File: src/rtl/fcsi_pkg.sv
package fcsi_pkg;

    localparam int FC_DW = 16;

    // controller status error flags
    localparam int ST_ERR_CMD_B   = 10;
    localparam int ST_ERR_ERASE_B = 11;
    localparam int ST_ERR_PROG_B  = 12;
    localparam int ST_ERR_LOAD_B  = 13;

    // interrupt status flags
    localparam int IS_RST_DONE_B   = 4;
    localparam int IS_ERASE_DONE_B = 5;
    localparam int IS_PROG_DONE_B  = 6;
    localparam int IS_LOAD_DONE_B  = 7;
    localparam int IS_MASTER_B     = 15;

    // configuration-1 control bits
    localparam int CF_POL_B = 6;
    localparam int CF_RDY_B = 7;

    localparam logic [FC_DW-1:0] CFG1_INIT    = 16'h40C0;
    localparam logic [FC_DW-1:0] INT_COLD     = 16'h8080;
    localparam logic [FC_DW-1:0] INT_WARM     = 16'h8010;
    localparam logic [FC_DW-1:0] CFG1_RD_MASK = 16'hFFE0;
    localparam logic [FC_DW-1:0] ERR_MASK     = 16'h3C00;

    // register offsets
    localparam int RO_CMD  = 0;
    localparam int RO_CFG1 = 1;
    localparam int RO_CFG2 = 2;
    localparam int RO_STAT = 3;
    localparam int RO_INT  = 4;

    typedef enum logic [1:0] {
        OP_LOAD  = 2'd0,
        OP_PROG  = 2'd1,
        OP_ERASE = 2'd2,
        OP_RSVD  = 2'd3
    } op_kind_e;

    typedef enum logic [1:0] {
        CK_RUN     = 2'd0,
        CK_UNKNOWN = 2'd1,
        CK_RESET   = 2'd2
    } cmd_class_e;

    typedef struct packed {
        logic cmd;
        logic cfg1;
        logic cfg2;
        logic intr;
    } wr_strobe_t;

    typedef struct packed {
        logic       valid;
        op_kind_e   kind;
        logic       err;
    } done_evt_t;

    function automatic cmd_class_e classify_cmd(input logic [FC_DW-1:0] code);
        cmd_class_e c;
        case (code)
            16'h00F0, 16'h00F3: c = CK_RESET;
            16'h0000, 16'h0013, 16'h0080, 16'h001A, 16'h001B,
            16'h0023, 16'h0027, 16'h002A, 16'h002C, 16'h0071,
            16'h0094, 16'h0095, 16'h00B0, 16'h0030, 16'h0065: c = CK_RUN;
            default: c = CK_UNKNOWN;
        endcase
        return c;
    endfunction

    function automatic logic [FC_DW-1:0] done_set_bits(input op_kind_e k);
        logic [FC_DW-1:0] m;
        m = '0;
        m[IS_MASTER_B] = 1'b1;
        case (k)
            OP_LOAD:  m[IS_LOAD_DONE_B]  = 1'b1;
            OP_PROG:  m[IS_PROG_DONE_B]  = 1'b1;
            OP_ERASE: m[IS_ERASE_DONE_B] = 1'b1;
            default:  ;
        endcase
        return m;
    endfunction

    function automatic logic [FC_DW-1:0] err_set_bits(input op_kind_e k);
        logic [FC_DW-1:0] m;
        m = '0;
        m[ST_ERR_CMD_B] = 1'b1;
        case (k)
            OP_LOAD:  m[ST_ERR_LOAD_B]  = 1'b1;
            OP_PROG:  m[ST_ERR_PROG_B]  = 1'b1;
            OP_ERASE: m[ST_ERR_ERASE_B] = 1'b1;
            default:  ;
        endcase
        return m;
    endfunction

endpackage

File: src/rtl/fcsi_bus_dec.sv
module fcsi_bus_dec
    import fcsi_pkg::*;
#(
    parameter int ADDR_W = 3
) (
    input  logic              req_i,
    input  logic              we_i,
    input  logic [ADDR_W-1:0] addr_i,
    output wr_strobe_t        wr_o
);
    logic wr_any;
    assign wr_any = req_i && we_i;

    always_comb begin
        wr_o      = '0;
        wr_o.cmd  = wr_any && (addr_i == ADDR_W'(RO_CMD));
        wr_o.cfg1 = wr_any && (addr_i == ADDR_W'(RO_CFG1));
        wr_o.cfg2 = wr_any && (addr_i == ADDR_W'(RO_CFG2));
        wr_o.intr = wr_any && (addr_i == ADDR_W'(RO_INT));
    end
endmodule

File: src/rtl/fcsi_cmd_gate.sv
module fcsi_cmd_gate
    import fcsi_pkg::*;
(
    input  logic             clk,
    input  logic             rst,
    input  logic             cmd_wr_i,
    input  logic [FC_DW-1:0] wdata_i,
    input  logic             master_i,
    output logic [FC_DW-1:0] cmd_q_o,
    output logic             start_o,
    output logic             unknown_o,
    output logic             warm_o
);
    logic       accept;
    cmd_class_e cls;
    logic       start_q;

    assign accept    = cmd_wr_i && !master_i;
    assign cls       = classify_cmd(wdata_i);
    assign unknown_o = accept && (cls == CK_UNKNOWN);
    assign warm_o    = accept && (cls == CK_RESET);

    always_ff @(posedge clk) begin
        if (rst) begin
            cmd_q_o <= '0;
            start_q <= 1'b0;
        end else begin
            start_q <= accept && (cls == CK_RUN);
            if (warm_o) begin
                cmd_q_o <= '0;
            end else if (accept) begin
                cmd_q_o <= wdata_i;
            end
        end
    end

    assign start_o = start_q;
endmodule

File: src/rtl/fcsi_stat_regs.sv
module fcsi_stat_regs
    import fcsi_pkg::*;
(
    input  logic             clk,
    input  logic             rst,
    input  wr_strobe_t       wr_i,
    input  logic [FC_DW-1:0] wdata_i,
    input  logic             unknown_i,
    input  logic             warm_i,
    input  done_evt_t        done_i,
    output logic [FC_DW-1:0] cfg1_q_o,
    output logic [FC_DW-1:0] cfg2_q_o,
    output logic [FC_DW-1:0] stat_q_o,
    output logic [FC_DW-1:0] int_q_o,
    output logic             ready_q_o
);
    logic [FC_DW-1:0] int_n;
    logic [FC_DW-1:0] stat_n;

    // acknowledge first, then event sets so a completion is never lost
    always_comb begin
        int_n  = int_q_o;
        stat_n = stat_q_o;
        if (wr_i.intr) begin
            int_n = int_q_o & wdata_i;
            if (!int_n[IS_MASTER_B]) begin
                stat_n = stat_q_o & ~ERR_MASK;
            end
        end
        if (unknown_i) begin
            int_n[IS_MASTER_B]   = 1'b1;
            stat_n[ST_ERR_CMD_B] = 1'b1;
        end
        if (done_i.valid) begin
            int_n = int_n | done_set_bits(done_i.kind);
            if (done_i.err) begin
                stat_n = stat_n | err_set_bits(done_i.kind);
            end
        end
    end

    always_ff @(posedge clk) begin
        if (rst) begin
            cfg1_q_o  <= CFG1_INIT;
            cfg2_q_o  <= '0;
            stat_q_o  <= '0;
            int_q_o   <= INT_COLD;
            ready_q_o <= 1'b1;
        end else if (warm_i) begin
            cfg1_q_o  <= CFG1_INIT;
            cfg2_q_o  <= '0;
            stat_q_o  <= '0;
            int_q_o   <= INT_WARM;
            ready_q_o <= 1'b1;
        end else begin
            if (wr_i.cfg1) begin
                cfg1_q_o  <= wdata_i;
                ready_q_o <= wdata_i[CF_RDY_B];
            end
            if (wr_i.cfg2) begin
                cfg2_q_o <= wdata_i;
            end
            int_q_o  <= int_n;
            stat_q_o <= stat_n;
        end
    end
endmodule

File: src/rtl/flash_cmd_irq_unit.sv
module flash_cmd_irq_unit
    import fcsi_pkg::*;
#(
    parameter int ADDR_W = 3
) (
    input  logic              clk,
    input  logic              rst,
    input  logic              bus_req_i,
    input  logic              bus_we_i,
    input  logic [ADDR_W-1:0] bus_addr_i,
    input  logic [15:0]       bus_wdata_i,
    output logic [15:0]       bus_rdata_o,
    input  logic              done_valid_i,
    input  logic [1:0]        done_kind_i,
    input  logic              done_err_i,
    output logic              cmd_start_o,
    output logic [15:0]       cmd_code_o,
    output logic              irq_o,
    output logic              ready_o
);
    wr_strobe_t       wr;
    done_evt_t        done_evt;
    logic [FC_DW-1:0] cmd_q;
    logic [FC_DW-1:0] cfg1_q;
    logic [FC_DW-1:0] cfg2_q;
    logic [FC_DW-1:0] stat_q;
    logic [FC_DW-1:0] int_q;
    logic             unknown_cmd;
    logic             warm_rst;

    assign done_evt.valid = done_valid_i;
    assign done_evt.kind  = op_kind_e'(done_kind_i);
    assign done_evt.err   = done_err_i;

    fcsi_bus_dec #(.ADDR_W(ADDR_W)) dec_i (
        .req_i  (bus_req_i),
        .we_i   (bus_we_i),
        .addr_i (bus_addr_i),
        .wr_o   (wr)
    );

    fcsi_cmd_gate gate_i (
        .clk       (clk),
        .rst       (rst),
        .cmd_wr_i  (wr.cmd),
        .wdata_i   (bus_wdata_i),
        .master_i  (int_q[IS_MASTER_B]),
        .cmd_q_o   (cmd_q),
        .start_o   (cmd_start_o),
        .unknown_o (unknown_cmd),
        .warm_o    (warm_rst)
    );

    fcsi_stat_regs regs_i (
        .clk       (clk),
        .rst       (rst),
        .wr_i      (wr),
        .wdata_i   (bus_wdata_i),
        .unknown_i (unknown_cmd),
        .warm_i    (warm_rst),
        .done_i    (done_evt),
        .cfg1_q_o  (cfg1_q),
        .cfg2_q_o  (cfg2_q),
        .stat_q_o  (stat_q),
        .int_q_o   (int_q),
        .ready_q_o (ready_o)
    );

    always_comb begin
        case (int'(bus_addr_i))
            RO_CMD:  bus_rdata_o = cmd_q;
            RO_CFG1: bus_rdata_o = cfg1_q & CFG1_RD_MASK;
            RO_CFG2: bus_rdata_o = cfg2_q;
            RO_STAT: bus_rdata_o = stat_q;
            RO_INT:  bus_rdata_o = int_q;
            default: bus_rdata_o = '0;
        endcase
    end

    assign cmd_code_o = cmd_q;
    assign irq_o      = int_q[IS_MASTER_B] ^ ~cfg1_q[CF_POL_B];
endmodule

File: config.mk
export PLATFORM = sky130hd
export DESIGN_NAME = flash_cmd_irq_unit
export DESIGN_NICKNAME = d
export VERILOG_FILES = /design/src/rtl/fcsi_pkg.sv /design/src/rtl/fcsi_bus_dec.sv /design/src/rtl/fcsi_cmd_gate.sv /design/src/rtl/fcsi_stat_regs.sv /design/src/rtl/flash_cmd_irq_unit.sv
export SDC_FILE = /design/constraint.sdc
export NUM_CORES = 1
export LEC_CHECK = 0
export ABC_AREA = 0
export BUFFER_PORTS_ARGS = -buffer_cell sky130_fd_sc_hd__buf_2
export CORE_AREA = 2 2 87 89
export CTS_BUF_LIST = sky130_fd_sc_hd__clkbuf_4
export DETAILED_ROUTE_END_ITERATION = 8
export DIE_AREA = 0 0 89 91
export PLACE_DENSITY = 0.71
export SETUP_SLACK_MARGIN = 0.02
export SLEW_MARGIN = 10
export SYNTH_ARGS = -nofsm -noshare
export SYNTH_HDL_FRONTEND = slang
export SYNTH_HIERARCHICAL = 1
export SYNTH_SLANG_ARGS = --single-unit
File: constraint.sdc
create_clock -name clk -period 3.1 [get_ports clk]
set_clock_uncertainty 0.05 [all_clocks]
set_input_delay 0.155 -clock clk [delete_from_list [all_inputs] [get_ports clk]]
set_output_delay 0.155 -clock clk [all_outputs]
set_load 0.02 [all_outputs]
Word-level counts from Yosys, hierarchy flattened. Cells that the tools add are included.

Register bits: 82. Input bits: 27. Output and inout bits: 35. Logic and storage cells: 77.

Eq/ne operators: 24. Muxes and demuxes: 23. Bitwise operators: 5. Reductions and logical operators: 17.

Operator list (count): 16-bit by 8-bit == test with 1-bit output (second input constant) (6); 16-bit by 6-bit == test with 1-bit output (second input constant) (5); 16-bit one-hot mux with 5 select lines (1); 16-bit two-way mux (4); 16-bit by 5-bit == test with 1-bit output (second input constant) (3); 16-bit by 7-bit == test with 1-bit output (second input constant) (2); 14-bit two-way mux (2); 16-bit AND (1); 16-bit logical NOT (1); 16-bit by 14-bit OR with 16-bit output (1); 16-bit OR (1); 15-bit OR reduction (1); 1-bit two-way mux (14); 1-bit logical AND (9); 8-bit two-way mux (1); 3-bit by 2-bit == test with 1-bit output (second input constant) (2); 2-bit by 1-bit == test with 1-bit output (second input constant) (2); 2-bit == test (second input constant) (2); 2-bit logical NOT (2); 2-bit one-hot mux with 2 select lines (1); 2-bit OR reduction (2); 3-bit by 1-bit == test with 1-bit output (second input constant) (1); 3-bit == test (second input constant) (1); 3-bit logical NOT (1); other kinds (3) (3).

Longest topological paths before layout.
Depth in word-level cells: 9. Gate-level depth with buffers: 10. Depth with buffers taken out: 8.

By module. Netlist, hierarchy kept.

By module, submodules not included: fcsi_stat_regs (times used 1, cells each 190, area an instance 1954.4 um^2, seq. area each 1041.0 um^2); fcsi_cmd_gate (times used 1, cells each 106, area an instance 828.3 um^2, seq. area each 340.3 um^2); flash_cmd_irq_unit (times used 1, cells each 80, area an instance 651.9 um^2, seq. area each 0.0 um^2); fcsi_bus_dec (times used 1, cells each 5, area an instance 45.0 um^2, seq. area each 0.0 um^2).

Worst setup path after synthesis. No wires, ideal clock.

Kind: input -> register. Start: input port bus_addr_i[2]. End: register regs_i.stat_q_o[13]. Setup time: 0.117 ns. Arrival time: 1.722 ns. Required time: 2.933 ns. Path slack: 1.210 ns. Stages on the path: 9. Buffers on the path: 2. Path through: nor4_1 > nor2b_1 > clkbuf_1 > nand3_1 > nor2_1 > or2_1 > buf_6 > a21oi_4 > a32o_1.

Elaborated cells on any way between the ends: 11. Classes of those cells: eq/ne: 1; mux: 3; bitwise: 1; reduce/logical: 6.

RTL lines: start, declared (RTL line flash_cmd_irq_unit.sv:10) `input logic [ADDR_W-1:0] bus_addr_i,`; 3-bit logical NOT (RTL line fcsi_bus_dec.sv:16) `wr_o.cmd = wr_any && (addr_i == ADDR_W'(RO_CMD));`; 1-bit logical AND (RTL line fcsi_bus_dec.sv:16); 1-bit logical AND (RTL line fcsi_cmd_gate.sv:18) `assign accept = cmd_wr_i && !master_i;`; 1-bit logical AND (RTL line fcsi_cmd_gate.sv:21) `assign warm_o = accept && (cls == CK_RESET);`; named net warm_rst (RTL line flash_cmd_irq_unit.sv:29) `logic warm_rst;`; 2-bit OR reduction (no source line); end signal, assigned (RTL line fcsi_stat_regs.sv:64) `stat_q_o <= stat_n;`; end, declared (RTL line fcsi_stat_regs.sv:13) `output logic [FC_DW-1:0] stat_q_o,`.

The timed path passes the listed nets, and every way through them passes these cells. A chain may end at the register's enable or synchronous reset.

Worst setup path after layout.
Start: input port bus_wdata_i[11]. End: register regs_i.cfg1_q_o[13].

Cells in the longest elaborated chain, start to end: 6. Elaborated cells on any way between the ends: 23. Classes of those cells: eq/ne: 17; mux: 1; reduce/logical: 5.

Ends and longest elaborated chain: start, declared (RTL line flash_cmd_irq_unit.sv:11) `input logic [15:0] bus_wdata_i,`; 16-bit by 5-bit == test with 1-bit output (tied with other cells) (RTL line fcsi_pkg.sv:63) `case (code)`; 15-bit OR reduction or 2-bit OR reduction (tied branches) (RTL line fcsi_pkg.sv:63); 2-bit one-hot mux with 2 select lines (*) (RTL line fcsi_pkg.sv:63); 2-bit == test (*) (RTL line fcsi_cmd_gate.sv:21); 1-bit logical AND (*) (RTL line fcsi_cmd_gate.sv:21); named net warm_rst (RTL line flash_cmd_irq_unit.sv:29); 2-bit OR reduction (no source line) (*); end signal, assigned (RTL line fcsi_stat_regs.sv:57) `cfg1_q_o <= wdata_i;`; end, declared (RTL line fcsi_stat_regs.sv:11) `output logic [FC_DW-1:0] cfg1_q_o,`.

The timed path passes the listed nets; every way through them passes the cells marked *.

==> reports/results.ini <==
[status]
status=complete, no violations

[worst_hold_path]
hold_depth=3
hold_path_end=gate_i/cmd_q_o[15]$_SDFFE_PP0P_
hold_path_class=input pin to flop
min_from=bus_wdata_i[15]

[logic_synthesis]
postSynthAreaPerCell_sq_um=9.046
synthCells=366
netlist_area_sq_mm=0.003311
yosysWarnings=6

[critical_path]
cp-end-kind=flop
worstPathCellList=dlygate4sd3_1, buf_2, nor4_1, nand3_1, nor2_1, or2_1, buf_4, nor2_1
cp_data_arrival_time_ps=2740
cpPeakStageDelay_ps=530
r2r_start=regs_i/int_q_o[15]$_SDFF_PP1_
worst-r2r-cell-count=6
cp_common_cell=nor2_1
critPathSlowestCell=dlygate4sd3_1
crit_buf_inv=3
crit_family=simple AND/OR/NAND/NOR gates
critPathLaunchType=input pin
worst-setup-path-type=input pin to flop
worstReg2RegEnd=regs_i/cfg1_q_o[13]$_SDFFE_PP0P_
required_ps=3340
path_max_fanout=22
reg2reg_slack_ps=1100

[pwr]
p_seq_share_pct=55.9
leakage_nw=1.572
switching_power_mw=0.4098
power_density_mw_per_mm2=388.8
clkPwrFrac_pct=31.2
combPwrFrac_pct=12.9
p_int_mw=1.084
p_sw_share_pct=27.44
peakVddDrop_mv=0.2023

[die]
start_util_pct=46.39
io_pins=62
die-width_um=89
die_area_sq_mm=0.008099
rows=31
dieHeight_um=91
core-area_sq_mm=0.007137

[run]
maxCapViolations=0

[route]
drtAntennaViolNets=0
avgViaCountPerCell=5.306
vias=2876
routed_wl_mm=8.599
drc=0
routedWlPerCell_um=15.87
first_iter_violations=167
first_pass_iters=4

[cells_and_area]
layout-drive-gt1-share_pct=24.60
diodes=0
final_nets=466
syn2layout_area_growth_pct=16.02
num-fill-cells=707

[sta]
worstMarginPinSlew_ps=727.7
setup_viol=0
rsz0062_at_grt=false
tns_ps=0
slew_headroom_pct=51.36
max_freq_mhz=400.3
drv_slew=0
period_minus_slack_ps=2498
finalHoldViolCount=0
post-route-period-util_pct=80.58
hold_slack_ps=26.16

[global_route]
grt_pass1_vias=2822
grt.overflow.total=0
grt_max_degree=30
grt_pass1_wl_mm=13.86
antenna_found_initial=0
track_usage_pct=22.25

[place]
gp_congestion=0.8237
dpl.hpwl_mm=5.988
io_buffers=61

[clock_tree]
clk_pin_slew_worst_paths_ps=100
cts_tree=done
htreeDepth=3
cts.sinks=64
clk_latency_ps=400
cts-root-buf=clkbuf_4
cts-resized-gates=0
cts_buffers=9
postCtsSetupBuffers=0
cts_buffer_depth=2

flip-flops by register name, summed over array words and instances, names as in the netlist, named ones only:
signal,count
regs_i/stat_q_o,4
regs_i/cfg2_q_o,16
regs_i/cfg1_q_o,11
gate_i/cmd_q_o,16
regs_i/int_q_o,12
gate_i/start_o,1
metal layers:
metal / vias to the layer above / track usage (%) / share of wire (%)
li1: 1413 / - / -
met1: 1366 / 28.93 / 45
met2: 89 / 36.57 / 48
met3: 8 / 3.000 / 6.0
met4: 0 / 9.204 / 1.2
met5: - / 0 / 0
layout make-up:
| type | instances | area [sq um] | share of cell area, % |
|---|---|---|---|
| clock inverter | 4 | 22.52 | 0.5863 |
| sequential | 64 | 1281 | 33.36 |
| timing repair buffer | 87 | 538.0 | 14.01 |
| tap | 99 | 123.9 | 3.225 |
| inverter | 4 | 15.01 | 0.3909 |
| multi-input combinational | 273 | 1778 | 46.29 |
| clock buffer | 11 | 82.58 | 2.150 |
tightest hold or removal path: cells and delay by family:
| kind | cells | cell delay (ps) |
|---|---|---|
| AO/OA/AOI/OAI | 1 | 60 |
| buffers and inverters | 1 | 150 |
| AND/OR/NAND/NOR | 1 | 70 |
power by group through the flow:
stage / Combinational [mW] / Sequential (mW) / Clock (mW)
after global routing: 0.209 / 0.836 / 0.508
after floorplan: 0.127 / 0.853 / 0
after detailed placement: 0.177 / 0.854 / 0
after global placement: 0.174 / 0.854 / 0
after CTS: 0.192 / 0.835 / 0.475
final: 0.193 / 0.835 / 0.466
repair_timing:
item	CTS	global route
hold buffers	15	0
hold endpoints to repair	20	0
endpoints found under the setup margin	0	0
metrics by stage:
step / std cells / instance area [sq um] / power [mW] / util [%] / setup slack, ps
2_1_floorplan: 377 / 3352 / 0.9797 / - / 1210
3_3_place_gp: 512 / 3586 / 1.028 / 50.25 / 752.2
3_5_place_dp: 512 / 3586 / 1.031 / 50.25 / 633.0
4_1_cts: 542 / 3841 / 1.502 / 53.82 / 647.6
5_1_grt: 542 / 3841 / 1.554 / 53.82 / 359.4
6_report: 542 / 3841 / 1.493 / 53.82 / 601.9
worst max path at each step:
stage	start	to	slack [ps]	cells past startpoint
4_1_cts	bus_wdata_i[11]	regs_i/cfg1_q_o[13]$_SDFFE_PP0P_	650	8
2_1_floorplan	bus_addr_i[2]	regs_i/stat_q_o[13]$_SDFF_PP0_	1210	9
5_1_grt	bus_wdata_i[11]	regs_i/cfg1_q_o[15]$_SDFFE_PP0P_	360	8
3_3_place_gp	bus_addr_i[2]	regs_i/int_q_o[12]$_SDFFE_PP0P_	750	8
3_5_place_dp	bus_addr_i[2]	regs_i/cfg2_q_o[9]$_SDFFE_PP0P_	630	8
6_report	bus_wdata_i[11]	regs_i/cfg1_q_o[13]$_SDFFE_PP0P_	600	8
cells in the final DEF (no fill, tap or decap), types with 2 or more instances in the layout:
cell and instances:
dfxtp_1 64, buf_2 61, nor2_1 50, mux2i_1 43, nand2_1 38, a21oi_1 23
o21ai_0 16, dlygate4sd3_1 15, conb_1 12, clkbuf_4 11, buf_4 11, mux2_2 9
a221o_1 9, o21ai_1 6, nand3_1 6, nand2b_1 5, a2bb2oi_1 5, nor2b_1 4
inv_1 4, and2b_1 3, nor4b_1 3, xnor2_1 3, clkinv_2 3, nor4_1 3
nor4b_2 2, o21bai_1 2, nand3b_1 2, nand4_1 2, a32o_1 2, o2bb2ai_1 2
Note: power is estimated with default switching activity, not from simulation.
